File: src/rtl/tput_mon_pkg.sv
`timescale 1ns/1ps
package tput_mon_pkg;
  localparam int NUM_CNT = 6;
  localparam int CNT_W   = 64;
  localparam int IDX_W   = $clog2(NUM_CNT);

  typedef enum logic [IDX_W-1:0] {
    IX_CYCLES = 3'd0,
    IX_RBYTES = 3'd1,
    IX_WBYTES = 3'd2,
    IX_RREQS  = 3'd3,
    IX_WREQS  = 3'd4,
    IX_WRESPS = 3'd5
  } cnt_ix_e;

  // control word bit positions
  localparam int CB_START = 0;
  localparam int CB_STOP  = 1;
  localparam int CB_CLEAR = 2;
  localparam int CB_WIDE  = 3;

  localparam logic [7:0] OFS_CTRL = 8'h00;
  localparam logic [7:0] OFS_CNT0 = 8'h10;
endpackage

File: src/rtl/tput_mon_counter.sv
`timescale 1ns/1ps
module tput_mon_counter #(
  parameter int CW       = 64,
  parameter int NARROW_W = 32
) (
  input  logic          clk,
  input  logic          rst_n,
  input  logic          clr_i,
  input  logic          en_i,
  input  logic          wide_i,
  input  logic [CW-1:0] inc_i,
  output logic [CW-1:0] cnt_o
);
  localparam logic [CW-1:0] NLIM = {{(CW-NARROW_W){1'b0}}, {NARROW_W{1'b1}}};
  localparam logic [CW-1:0] WLIM = {CW{1'b1}};

  logic [CW-1:0] cnt_q, cnt_d, lim;
  logic [CW:0]   sum;

  always_comb begin
    lim = wide_i ? WLIM : NLIM;
    sum = {1'b0, cnt_q} + {1'b0, inc_i};
    cnt_d = cnt_q;
    if (clr_i) begin
      cnt_d = '0;
    end else if (en_i) begin
      if (cnt_q >= lim)           cnt_d = cnt_q;
      else if (sum > {1'b0, lim}) cnt_d = lim;
      else                        cnt_d = sum[CW-1:0];
    end
  end

  always_ff @(posedge clk or negedge rst_n) begin
    if (!rst_n) cnt_q <= '0;
    else        cnt_q <= cnt_d;
  end

  assign cnt_o = cnt_q;

  // a stopped counter holds its value
  a_r1_frozen_when_stopped: assert property (@(posedge clk) disable iff (!rst_n)
    (!en_i && !clr_i) |=> $stable(cnt_q));
  // clear zeroes the counter on the next edge
  a_r6_clear_zeroes: assert property (@(posedge clk) disable iff (!rst_n)
    clr_i |=> (cnt_q == '0));
  // without a clear the counter never goes backwards
  a_r2_monotonic: assert property (@(posedge clk) disable iff (!rst_n)
    !clr_i |=> (cnt_q >= $past(cnt_q)));
  // in narrow mode the counter never passes its limit
  a_r7_narrow_limit: assert property (@(posedge clk) disable iff (!rst_n)
    (!wide_i && cnt_q <= NLIM) |=> (cnt_q <= NLIM));
endmodule

File: src/rtl/tput_mon_regs.sv
`timescale 1ns/1ps
module tput_mon_regs
  import tput_mon_pkg::*;
#(
  parameter int ADDR_W = 8
) (
  input  logic                            clk,
  input  logic                            rst_n,
  input  logic                            s_awvalid,
  output logic                            s_awready,
  input  logic [ADDR_W-1:0]               s_awaddr,
  input  logic                            s_wvalid,
  output logic                            s_wready,
  input  logic [31:0]                     s_wdata,
  input  logic [3:0]                      s_wstrb,
  output logic                            s_bvalid,
  input  logic                            s_bready,
  output logic [1:0]                      s_bresp,
  input  logic                            s_arvalid,
  output logic                            s_arready,
  input  logic [ADDR_W-1:0]               s_araddr,
  output logic                            s_rvalid,
  input  logic                            s_rready,
  output logic [31:0]                     s_rdata,
  output logic [1:0]                      s_rresp,
  input  logic [NUM_CNT-1:0][CNT_W-1:0]   cnt_i,
  output logic                            run_o,
  output logic                            clr_o,
  output logic                            wide_o
);
  localparam logic [ADDR_W-1:0] A_CTRL = ADDR_W'(OFS_CTRL);
  localparam logic [ADDR_W-1:0] A_LO   = ADDR_W'(OFS_CNT0);
  localparam logic [ADDR_W-1:0] A_HI   = ADDR_W'(OFS_CNT0 + 8 * NUM_CNT);

  logic run_q, run_d, wide_q, wide_d;
  logic bvalid_q, bvalid_d, rvalid_q, rvalid_d;
  logic [31:0] rdata_q, rdata_d, snap_q, snap_d;
  logic wr_fire, ctrl_wr, rd_fire, in_cnt, is_hi;
  logic [ADDR_W-1:0] ofs;
  logic [IDX_W-1:0]  idx;
  logic unused_bits;

  assign unused_bits = ^{s_wdata[31:4], s_wstrb[3:1]};

  assign wr_fire = s_awvalid && s_wvalid && !bvalid_q;
  assign ctrl_wr = wr_fire && (s_awaddr == A_CTRL) && s_wstrb[0];
  assign rd_fire = s_arvalid && !rvalid_q;
  assign ofs     = s_araddr - A_LO;
  assign idx     = ofs[IDX_W+2:3];
  assign is_hi   = ofs[2];
  assign in_cnt  = (s_araddr >= A_LO) && (s_araddr < A_HI) && (ofs[1:0] == 2'b00);

  always_comb begin
    run_d    = run_q;
    wide_d   = wide_q;
    bvalid_d = bvalid_q;
    rvalid_d = rvalid_q;
    rdata_d  = rdata_q;
    snap_d   = snap_q;
    if (ctrl_wr) begin
      wide_d = s_wdata[CB_WIDE];
      if (s_wdata[CB_STOP])       run_d = 1'b0;
      else if (s_wdata[CB_START]) run_d = 1'b1;
    end
    if (wr_fire)       bvalid_d = 1'b1;
    else if (s_bready) bvalid_d = 1'b0;
    if (rd_fire) begin
      rvalid_d = 1'b1;
      rdata_d  = 32'h0;
      if (s_araddr == A_CTRL) begin
        rdata_d[CB_START] = run_q;
        rdata_d[CB_WIDE]  = wide_q;
      end else if (in_cnt) begin
        if (is_hi) begin
          rdata_d = snap_q;
        end else begin
          rdata_d = cnt_i[idx][31:0];
          snap_d  = wide_q ? cnt_i[idx][63:32] : 32'h0;
        end
      end
    end else if (s_rready) begin
      rvalid_d = 1'b0;
    end
  end

  always_ff @(posedge clk or negedge rst_n) begin
    if (!rst_n) begin
      run_q    <= 1'b0;
      wide_q   <= 1'b0;
      bvalid_q <= 1'b0;
      rvalid_q <= 1'b0;
      rdata_q  <= '0;
      snap_q   <= '0;
    end else begin
      run_q    <= run_d;
      wide_q   <= wide_d;
      bvalid_q <= bvalid_d;
      rvalid_q <= rvalid_d;
      rdata_q  <= rdata_d;
      snap_q   <= snap_d;
    end
  end

  assign s_awready = wr_fire;
  assign s_wready  = wr_fire;
  assign s_bvalid  = bvalid_q;
  assign s_bresp   = 2'b00;
  assign s_arready = !rvalid_q;
  assign s_rvalid  = rvalid_q;
  assign s_rdata   = rdata_q;
  assign s_rresp   = 2'b00;
  assign run_o     = run_q;
  assign wide_o    = wide_q;
  assign clr_o     = ctrl_wr && s_wdata[CB_CLEAR];

  // a pending write response is held until taken
  a_r10_bresp_held: assert property (@(posedge clk) disable iff (!rst_n)
    (s_bvalid && !s_bready) |=> s_bvalid);
  // no new write is taken while a response is pending
  a_r10_one_write: assert property (@(posedge clk) disable iff (!rst_n)
    s_bvalid |-> !s_awready);
  // stop dominates start
  a_r11_stop_wins: assert property (@(posedge clk) disable iff (!rst_n)
    (ctrl_wr && s_wdata[CB_STOP]) |=> !run_o);
  // a lone start runs the monitor
  a_r9_start_runs: assert property (@(posedge clk) disable iff (!rst_n)
    (ctrl_wr && s_wdata[CB_START] && !s_wdata[CB_STOP]) |=> run_o);
endmodule

File: src/rtl/axi_tput_monitor.sv
`timescale 1ns/1ps
module axi_tput_monitor
  import tput_mon_pkg::*;
#(
  parameter int DATA_W   = 64,
  parameter int ADDR_W   = 8,
  parameter int NARROW_W = 32
) (
  input  logic                  clk,
  input  logic                  rst_n,
  input  logic                  mon_arvalid,
  input  logic                  mon_arready,
  input  logic                  mon_awvalid,
  input  logic                  mon_awready,
  input  logic                  mon_wvalid,
  input  logic                  mon_wready,
  input  logic [DATA_W/8-1:0]   mon_wstrb,
  input  logic                  mon_rvalid,
  input  logic                  mon_rready,
  input  logic                  mon_bvalid,
  input  logic                  mon_bready,
  input  logic                  s_awvalid,
  output logic                  s_awready,
  input  logic [ADDR_W-1:0]     s_awaddr,
  input  logic                  s_wvalid,
  output logic                  s_wready,
  input  logic [31:0]           s_wdata,
  input  logic [3:0]            s_wstrb,
  output logic                  s_bvalid,
  input  logic                  s_bready,
  output logic [1:0]            s_bresp,
  input  logic                  s_arvalid,
  output logic                  s_arready,
  input  logic [ADDR_W-1:0]     s_araddr,
  output logic                  s_rvalid,
  input  logic                  s_rready,
  output logic [31:0]           s_rdata,
  output logic [1:0]            s_rresp
);
  localparam int STRB_W = DATA_W / 8;
  localparam logic [CNT_W-1:0] BEAT_BYTES = CNT_W'(STRB_W);

  logic run, clr, wide;
  logic [NUM_CNT-1:0][CNT_W-1:0] cnt_all;
  logic [CNT_W-1:0] inc [NUM_CNT];
  logic [CNT_W-1:0] strb_bytes;

  always_comb begin
    strb_bytes = '0;
    for (int i = 0; i < STRB_W; i++) strb_bytes = strb_bytes + CNT_W'(mon_wstrb[i]);
  end

  always_comb begin
    inc[IX_CYCLES] = CNT_W'(1);
    inc[IX_RBYTES] = (mon_rvalid && mon_rready) ? BEAT_BYTES : '0;
    inc[IX_WBYTES] = (mon_wvalid && mon_wready) ? strb_bytes : '0;
    inc[IX_RREQS]  = CNT_W'(mon_arvalid && mon_arready);
    inc[IX_WREQS]  = CNT_W'(mon_awvalid && mon_awready);
    inc[IX_WRESPS] = CNT_W'(mon_bvalid && mon_bready);
  end

  for (genvar g = 0; g < NUM_CNT; g++) begin : g_cnt
    tput_mon_counter #(.CW(CNT_W), .NARROW_W(NARROW_W)) u_cnt (
      .clk   (clk),
      .rst_n (rst_n),
      .clr_i (clr),
      .en_i  (run),
      .wide_i(wide),
      .inc_i (inc[g]),
      .cnt_o (cnt_all[g])
    );
  end

  tput_mon_regs #(.ADDR_W(ADDR_W)) u_regs (
    .clk      (clk),
    .rst_n    (rst_n),
    .s_awvalid(s_awvalid),
    .s_awready(s_awready),
    .s_awaddr (s_awaddr),
    .s_wvalid (s_wvalid),
    .s_wready (s_wready),
    .s_wdata  (s_wdata),
    .s_wstrb  (s_wstrb),
    .s_bvalid (s_bvalid),
    .s_bready (s_bready),
    .s_bresp  (s_bresp),
    .s_arvalid(s_arvalid),
    .s_arready(s_arready),
    .s_araddr (s_araddr),
    .s_rvalid (s_rvalid),
    .s_rready (s_rready),
    .s_rdata  (s_rdata),
    .s_rresp  (s_rresp),
    .cnt_i    (cnt_all),
    .run_o    (run),
    .clr_o    (clr),
    .wide_o   (wide)
  );
endmodule

File: config.mk
export PLATFORM = sky130hd
export DESIGN_NAME = axi_tput_monitor
export DESIGN_NICKNAME = d
export VERILOG_FILES = /design/src/rtl/tput_mon_pkg.sv /design/src/rtl/tput_mon_counter.sv /design/src/rtl/tput_mon_regs.sv /design/src/rtl/axi_tput_monitor.sv
export SDC_FILE = /design/constraint.sdc
export NUM_CORES = 2
export LEC_CHECK = 0
export BUFFER_PORTS_ARGS = -buffer_cell sky130_fd_sc_hd__buf_2
export CAP_MARGIN = 20
export CORE_ASPECT_RATIO = 2
export CORE_MARGIN = 10
export CORE_UTILIZATION = 55
export CTS_BUF_LIST = sky130_fd_sc_hd__clkbuf_8
export CTS_CLUSTER_SIZE = 12
export DETAILED_ROUTE_END_ITERATION = 10
export GPL_TIMING_DRIVEN = 1
export PLACE_DENSITY = 0.75
export SLEW_MARGIN = 10
export SYNTH_ARGS = -nofsm -noshare
export SYNTH_HDL_FRONTEND = slang
export SYNTH_SLANG_ARGS = --single-unit
export TNS_END_PERCENT = 30
File: constraint.sdc
create_clock -name clk -period 11.05 [get_ports clk]
set_input_delay 0.5525 -clock clk [delete_from_list [all_inputs] [get_ports clk]]
set_output_delay 0.5525 -clock clk [all_outputs]
set_load 0.01 [all_outputs]
Yosys cells after proc, flatten, opt, wreduce, memory -nomap -nowiden
Index checks and enable logic that the tools add are counted.
{ "totals": {"n_memories": 0, "regBits": 452, "out_inout_bits": 41, "latch_bits": 0, "input_bits": 77, "romBits": 0, "word_cells": 121, "mem_bits_rw": 0} }
{ "classes": {"n_addsub": 14, "n_eq_ne": 6, "reduce_logical": 30, "shift": 0, "order_cmp": 15, "mul": 0, "bitwise": 2, "mux": 42, "div": 0} }
{ "op_table": {"columns": ["op", "n"], "rows": [
  ["2-to-1 mux 64 bit", 26],
  ["> comparator 65 x 64 -> 1 bit", 6],
  [">= comparator 64 bit", 6],
  ["adder 64 x 1 -> 65 bit", 3],
  ["binary-select mux 64 bit (select 3 bit)", 1],
  ["2-to-1 mux 32 bit", 3],
  ["adder 64 x 1 -> 65 bit (second input constant)", 1],
  ["adder 64 x 4 -> 65 bit", 1],
  ["adder 64 x 8 -> 65 bit", 1],
  ["2-to-1 mux 28 bit", 1],
  ["zero test 8 bit", 2],
  ["AND reduction 2 bit", 7],
  ["logical AND 1 bit", 13],
  ["!= test 2 bit (second input constant)", 6],
  ["adder 7 x 1 -> 8 bit", 1],
  [">= comparator 8 x 5 -> 1 bit (second input constant)", 1],
  ["< comparator 8 x 7 -> 1 bit (second input constant)", 1],
  ["2-to-1 mux 1 bit", 8],
  ["2-to-1 mux 8 bit", 1],
  ["nonzero test 2 bit", 4],
  ["adder 6 x 1 -> 7 bit", 1],
  ["adder 5 x 1 -> 6 bit", 1],
  ["subtractor 6 x 5 -> 6 bit (second input constant)", 1],
  ["adder 4 x 1 -> 5 bit", 1],
  ["10 further kinds", 12]
]} }

Depth between registers and ports, before layout
{ "depth": {"depth_word": 14, "mapped_depth": 31, "mapped_depth_nobuf": 28} }

Hierarchy
From an unflattened synthesis, not the netlist that was laid out.
{ "unflattened": {"hier_cells": 6842, "hier_area_um2": 55271.8} }
{ "modules_own_cells": {"columns": ["module", "cells_each", "n_inst", "area_per_inst_um2", "seq_area_each_um2"], "rows": [
  ["tput_mon_counter at g_cnt[0].u_cnt ...", 1044, 4, 8211.6, 1601.5],
  ["tput_mon_counter at g_cnt[5].u_cnt", 1031, 1, 8299.2, 1601.5],
  ["tput_mon_counter at g_cnt[2].u_cnt", 1059, 1, 8281.7, 1601.5],
  ["tput_mon_regs", 545, 1, 5611.6, 1701.6],
  ["axi_tput_monitor", 31, 1, 232.7, 0.0]
]} }

Worst setup path after synthesis
OpenSTA, ideal clock, no wires.
{ "synth_timing": {"kind": "register -> register", "start": "register u_regs.wide_q (netlist: u_regs.wide_o)", "end": "register g_cnt[4].u_cnt.cnt_q[49]", "stages_incl_launch_ff": 14, "required_time_ps": 10914, "path_slack_ps": 288, "arrival_ps": 10626, "synth_period_minus_slack_ps": 10762, "setup_ps": 136, "n_path_buf": 2, "path_cell_list": "dfrtp_1 -> clkbuf_1 -> inv_1 -> ha_1 -> a2111oi_0 -> o21ai_0 -> a221oi_1 -> o22ai_1 -> nor4_1 -> a21o_1 -> clkbuf_1 -> nor2_1 -> o21ai_0 -> a21oi_1"} }
{ "synth_between": {"elab_chain_cells": 6, "word_cells_on_any_way": 9, "cone_classes": "order compare: 2; eq/ne: 1; mux: 5; reduce/logical: 1"} }
{ "synth_lines": {"columns": ["element", "line_no", "source"], "rows": [
  ["from (decl)", "tput_mon_regs.sv:35", "logic run_q, run_d, wide_q, wide_d;"],
  ["from (signal assigned)", "tput_mon_regs.sv:96", "wide_q <= wide_d;"],
  ["2-to-1 mux 64 bit *", "tput_mon_counter.sv:21", "lim = wide_i ? WLIM : NLIM;"],
  ["> comparator 65 x 64 -> 1 bit", "tput_mon_counter.sv:28", "else if (sum > {1'b0, lim}) cnt_d = lim;"],
  ["2-to-1 mux 64 bit", "tput_mon_counter.sv:28", null],
  ["2-to-1 mux 64 bit", "tput_mon_counter.sv:27", "if (cnt_q >= lim) cnt_d = cnt_q;"],
  ["2-to-1 mux 64 bit", "tput_mon_counter.sv:26", "end else if (en_i) begin"],
  ["2-to-1 mux 64 bit", "tput_mon_counter.sv:24", "if (clr_i) begin"],
  ["to (signal assigned)", "tput_mon_counter.sv:35", "else cnt_q <= cnt_d;"],
  ["to (decl)", "tput_mon_counter.sv:17", "logic [CW-1:0] cnt_q, cnt_d, lim;"]
]} }
Every way passes the cells marked *; elsewhere a longest branch is shown, timed or not. The select of a mux whose other input is x is not followed.
A chain may end at the register's enable or synchronous reset.

Worst setup path after layout
{ "layout_timing": {"start": "input mon_wstrb[0]", "end": "register g_cnt[2].u_cnt.cnt_q[17]"} }
{ "layout_between": {"elab_chain_cells": 14} }
{ "layout_lines": {"columns": ["element", "line_no", "source"], "rows": [
  ["from (decl)", "axi_tput_monitor.sv:17", "input logic [DATA_W/8-1:0] mon_wstrb,"],
  ["adder 1 x 1 -> 2 bit *", "axi_tput_monitor.sv:50", "for (int i = 0; i < STRB_W; i++) strb_bytes = strb_bytes + CNT_W'(mon_wstrb[i]);"],
  ["adder 2 x 1 -> 3 bit *", "axi_tput_monitor.sv:50", null],
  ["adder 3 x 1 -> 4 bit *", "axi_tput_monitor.sv:50", null],
  ["adder 4 x 1 -> 5 bit *", "axi_tput_monitor.sv:50", null],
  ["adder 5 x 1 -> 6 bit *", "axi_tput_monitor.sv:50", null],
  ["adder 6 x 1 -> 7 bit *", "axi_tput_monitor.sv:50", null],
  ["adder 7 x 1 -> 8 bit *", "axi_tput_monitor.sv:50", null],
  ["2-to-1 mux 8 bit *", "axi_tput_monitor.sv:56", "inc[IX_WBYTES] = (mon_wvalid && mon_wready) ? strb_bytes : '0;"],
  ["adder 64 x 8 -> 65 bit *", "tput_mon_counter.sv:22", "sum = {1'b0, cnt_q} + {1'b0, inc_i};"],
  ["> comparator 65 x 64 -> 1 bit", "tput_mon_counter.sv:28", null],
  ["2-to-1 mux 64 bit *", "tput_mon_counter.sv:28", null],
  ["2-to-1 mux 64 bit *", "tput_mon_counter.sv:27", null],
  ["2-to-1 mux 64 bit *", "tput_mon_counter.sv:26", null],
  ["2-to-1 mux 64 bit *", "tput_mon_counter.sv:24", null],
  ["to (signal assigned)", "tput_mon_counter.sv:35", null],
  ["to (decl)", "tput_mon_counter.sv:17", null]
]} }
Marks and branches as above.

==> impl_metrics.json <==
{
  "relSlewSlack_pct": -3.64,
  "violations": "max-slew violations",
  "regArea_sq_um": 11300,
  "ys_ff_latch": 450,
  "fin_setup_tns_ns": 0,
  "die_w_um": 214,
  "routed_via_density": 7.21,
  "outcome": "finished with violations",
  "p_total_w": 0.00376,
  "synth_async_sr_flop_share_pct": 100,
  "synth_cell_types": 103,
  "tightest_slew_ns": 1.55,
  "dp_hpwl_um": 122000,
  "p_leak_nw": 19.5,
  "clock-sinks": 450,
  "synthAdderAreaFrac_pct": 12.4,
  "finalCritPeriodShare_pct": 83.3,
  "multi_input_area_sq_um": 28300,
  "grt_pass1_vias": 41100,
  "whs_ns": 0.0532,
  "die_y_um": 408,
  "grt_overflow": 0,
  "max_freq_mhz": 109,
  "synth_xor_area_share_pct": 5.00,
  "core_sq_um": 74800,
  "detail_route.wl_per_cell_um": 28.8,
  "final_common_cell": "nand2_1",
  "grt_pass1_wl_um": 252000,
  "hold_violations": 0,
  "period_needed_ns": 9.20,
  "synth_seq_area_share_pct": 27.2,
  "syn_avg_cell_area_sq_um": 8.45,
  "die-area_sq_um": 87300,
  "dp_slack_ns": 1.07,
  "syn_inst": 4894,
  "io_buffer_count": 82,
  "critPathMaxStageDelay_ns": 0.91,
  "syn-cell-area_sq_um": 41400,
  "syn_to_final_growth_pct": 6.20,
  "cts_tree": "yes",
  "cts_root_buffer": "clkbuf_8",
  "route.detailed.drc": 0,
  "drt-initial-drc-count": 4239,
  "first_pass_iters": 6,
  "io-pin-count": 118,
  "final_nets": 5252,
  "post_cts_buffers": 0,
  "wirelength_um": 168000,
  "clockBufferDepth": 3,
  "slew_viol_final": 1,
  "worstSetupPathType": "primary input to flop",
  "finalSetupViolations": 0,
  "synth_compound_area_share_pct": 22.1,
  "hold_path.class": "primary input to flop",
  "crit_slowest_cell": "nor4_1",
  "synthFlopType": "dfrtp_1",
  "antenna_found_initial": 18,
  "synth_top_family_by_area": "simple AND/OR/NAND/NOR gates",
  "p_per_area_nw_per_um2": 85.6,
  "synth_mux_area_share_pct": 5.29,
  "synth_edf_count": 0,
  "cap_violations": 0,
  "critPathMaxFanout": 16,
  "endpoint_kind": "flop",
  "clkLatencyLatePin_ns": 0.79,
  "vias": 42100,
  "grt_max_degree": 159,
  "cts_buffers": 78,
  "track_usage_pct": 37.5,
  "row_count": 142,
  "grt_setup_unrepaired": "no",
  "antenna_left": 0,
  "crit_top_cell": "fa_1",
  "final_layout_size_suffix_gt1_share_pct": 11.4,
  "fill_cells": 6864,
  "arrival_ns": 9.86,
  "layout_setup_ws_ns": 1.85,
  "synth-simple-area-share_pct": 23.3,
  "finClkSkew_ns": 0.0444,
  "cts_max_level": 3,
  "routabilityCongestion": 1.07,
  "crit_path_start_kind": "primary input",
  "crit_required_ns": 11.70,
  "path_clk_slew_ns": 0.07,
  "start_util_pct": 55.3,
  "yosysWarnings": 0,
  "max-vdd-ir-drop_uv": 90.7,
  "mostFrequentLayoutCells": "nand2_1, dfrtp_1, ha_1"
}
-- power by group --
part           total, W  leakage (nW)  switching (W)  internal (W)
logic          0.000333          12.7       0.000223      0.000110
registers       0.00172          5.94      0.0000486       0.00167
clock network   0.00171         0.924       0.000831      0.000875
-- area by class of cell --
type	instances	share of cell area, %
multi-input combinational	3974	64.4
clock buffer	98	3.07
tap	1008	2.87
sequential	450	25.6
timing repair buffer	162	2.49
clock inverter	42	0.661
inverter	102	0.889
antenna	6	0.0342
-- layer usage --
metal	share of wire, %	vias up	routed length (um)	track usage, %
li1	-	18400	-	-
met1	31	20300	52700	36.8
met2	48	2391	81100	62.7
met3	8.5	920	14400	9.01
met4	12	16	19800	38.0
met5	0.061	-	103	0
-- metrics by stage --
stage,cell area [sq um],cells,utilization (%)
after floorplan,41400,4897,-
final,43900,5842,58.7
after detailed placement,42200,5683,56.4
after global placement,42100,5682,56.3
after CTS,43900,5829,58.6
after global routing,43900,5837,58.7
-- what timing repair did --
action	4_1_cts	5_1_grt
gates resized for setup	0	0
hold buffers	6	0
endpoints found under the hold margin	94	0
-- sequential cells by signal, summed over array words and instances, names as in the netlist --
name	cells
g_cnt.u_cnt.cnt_o	382
u_regs.wide_o	1
u_regs.s_bvalid	1
u_regs.s_rvalid	1
u_regs.run_o	1
u_regs.snap_q	32
u_regs.s_rdata	32
-- Yosys cell counts, types with 28 or more instances --
library cell	n	area (sq um)
and3_1	86	538
a221o_1	49	490
a21oi_1	332	1660
nand3_1	260	1300
nor3_1	114	571
mux2_2	55	619
ha_1	402	5030
inv_1	101	379
buf_1	29	109
dfrtp_1	450	11300
xnor2_1	170	1490
xor2_1	66	578
nand2_1	472	1770
nor2_1	298	1120
a22oi_1	64	480
o21ai_0	293	1470
nand4_1	246	1540
buf_2	72	360
a211oi_1	37	278
or3_1	28	175
o221a_2	59	664
o21a_1	50	375
clkbuf_1	251	942
a21o_1	91	683
a31oi_1	58	363
and2_1	51	319
nor4_1	70	438
and4_1	54	473
mux4_2	59	1330
-- kinds of logic after synthesis --
kind of cell / Yosys count
buffers and inverters: 473
and+or+nand+nor: 1848
adders and majority gates: 407
other: 1
xor gates and xnor gates: 236
AOI/OAI and AO/OA: 1341
DFF: 450
muxes: 138
-- final timing paths --
path,startpoint,to,slack (ns),cells past startpoint
max,mon_wstrb[0],g_cnt[2].u_cnt.cnt_o[17]$_DFFE_PN0P_,1.85,31
min,s_wdata[0],u_regs.run_o$_DFFE_PN0P_,0.05,3
max reg2reg,g_cnt[3].u_cnt.cnt_o[21]$_DFFE_PN0P_,g_cnt[3].u_cnt.cnt_o[44]$_DFFE_PN0P_,2.34,19
min reg2reg,u_regs.s_rdata[12]$_DFFE_PN0P_,u_regs.s_rdata[12]$_DFFE_PN0P_,0.47,2
max in group asynchronous,rst_n,g_cnt[2].u_cnt.cnt_o[36]$_DFFE_PN0P_,8.41,4
min in group asynchronous,rst_n,g_cnt[3].u_cnt.cnt_o[10]$_DFFE_PN0P_,0.40,2
-- critical path, delay by kind of cell --
kind | cells | cell delay (ns)
xor gates and xnor gates | 2 | 0.29
buffers and inverters | 5 | 0.61
and+or+nand+nor | 16 | 5.21
AOI/OAI and AO/OA | 1 | 0.43
adders and majority gates | 7 | 2.72
(Power assumes the default switching activity.)
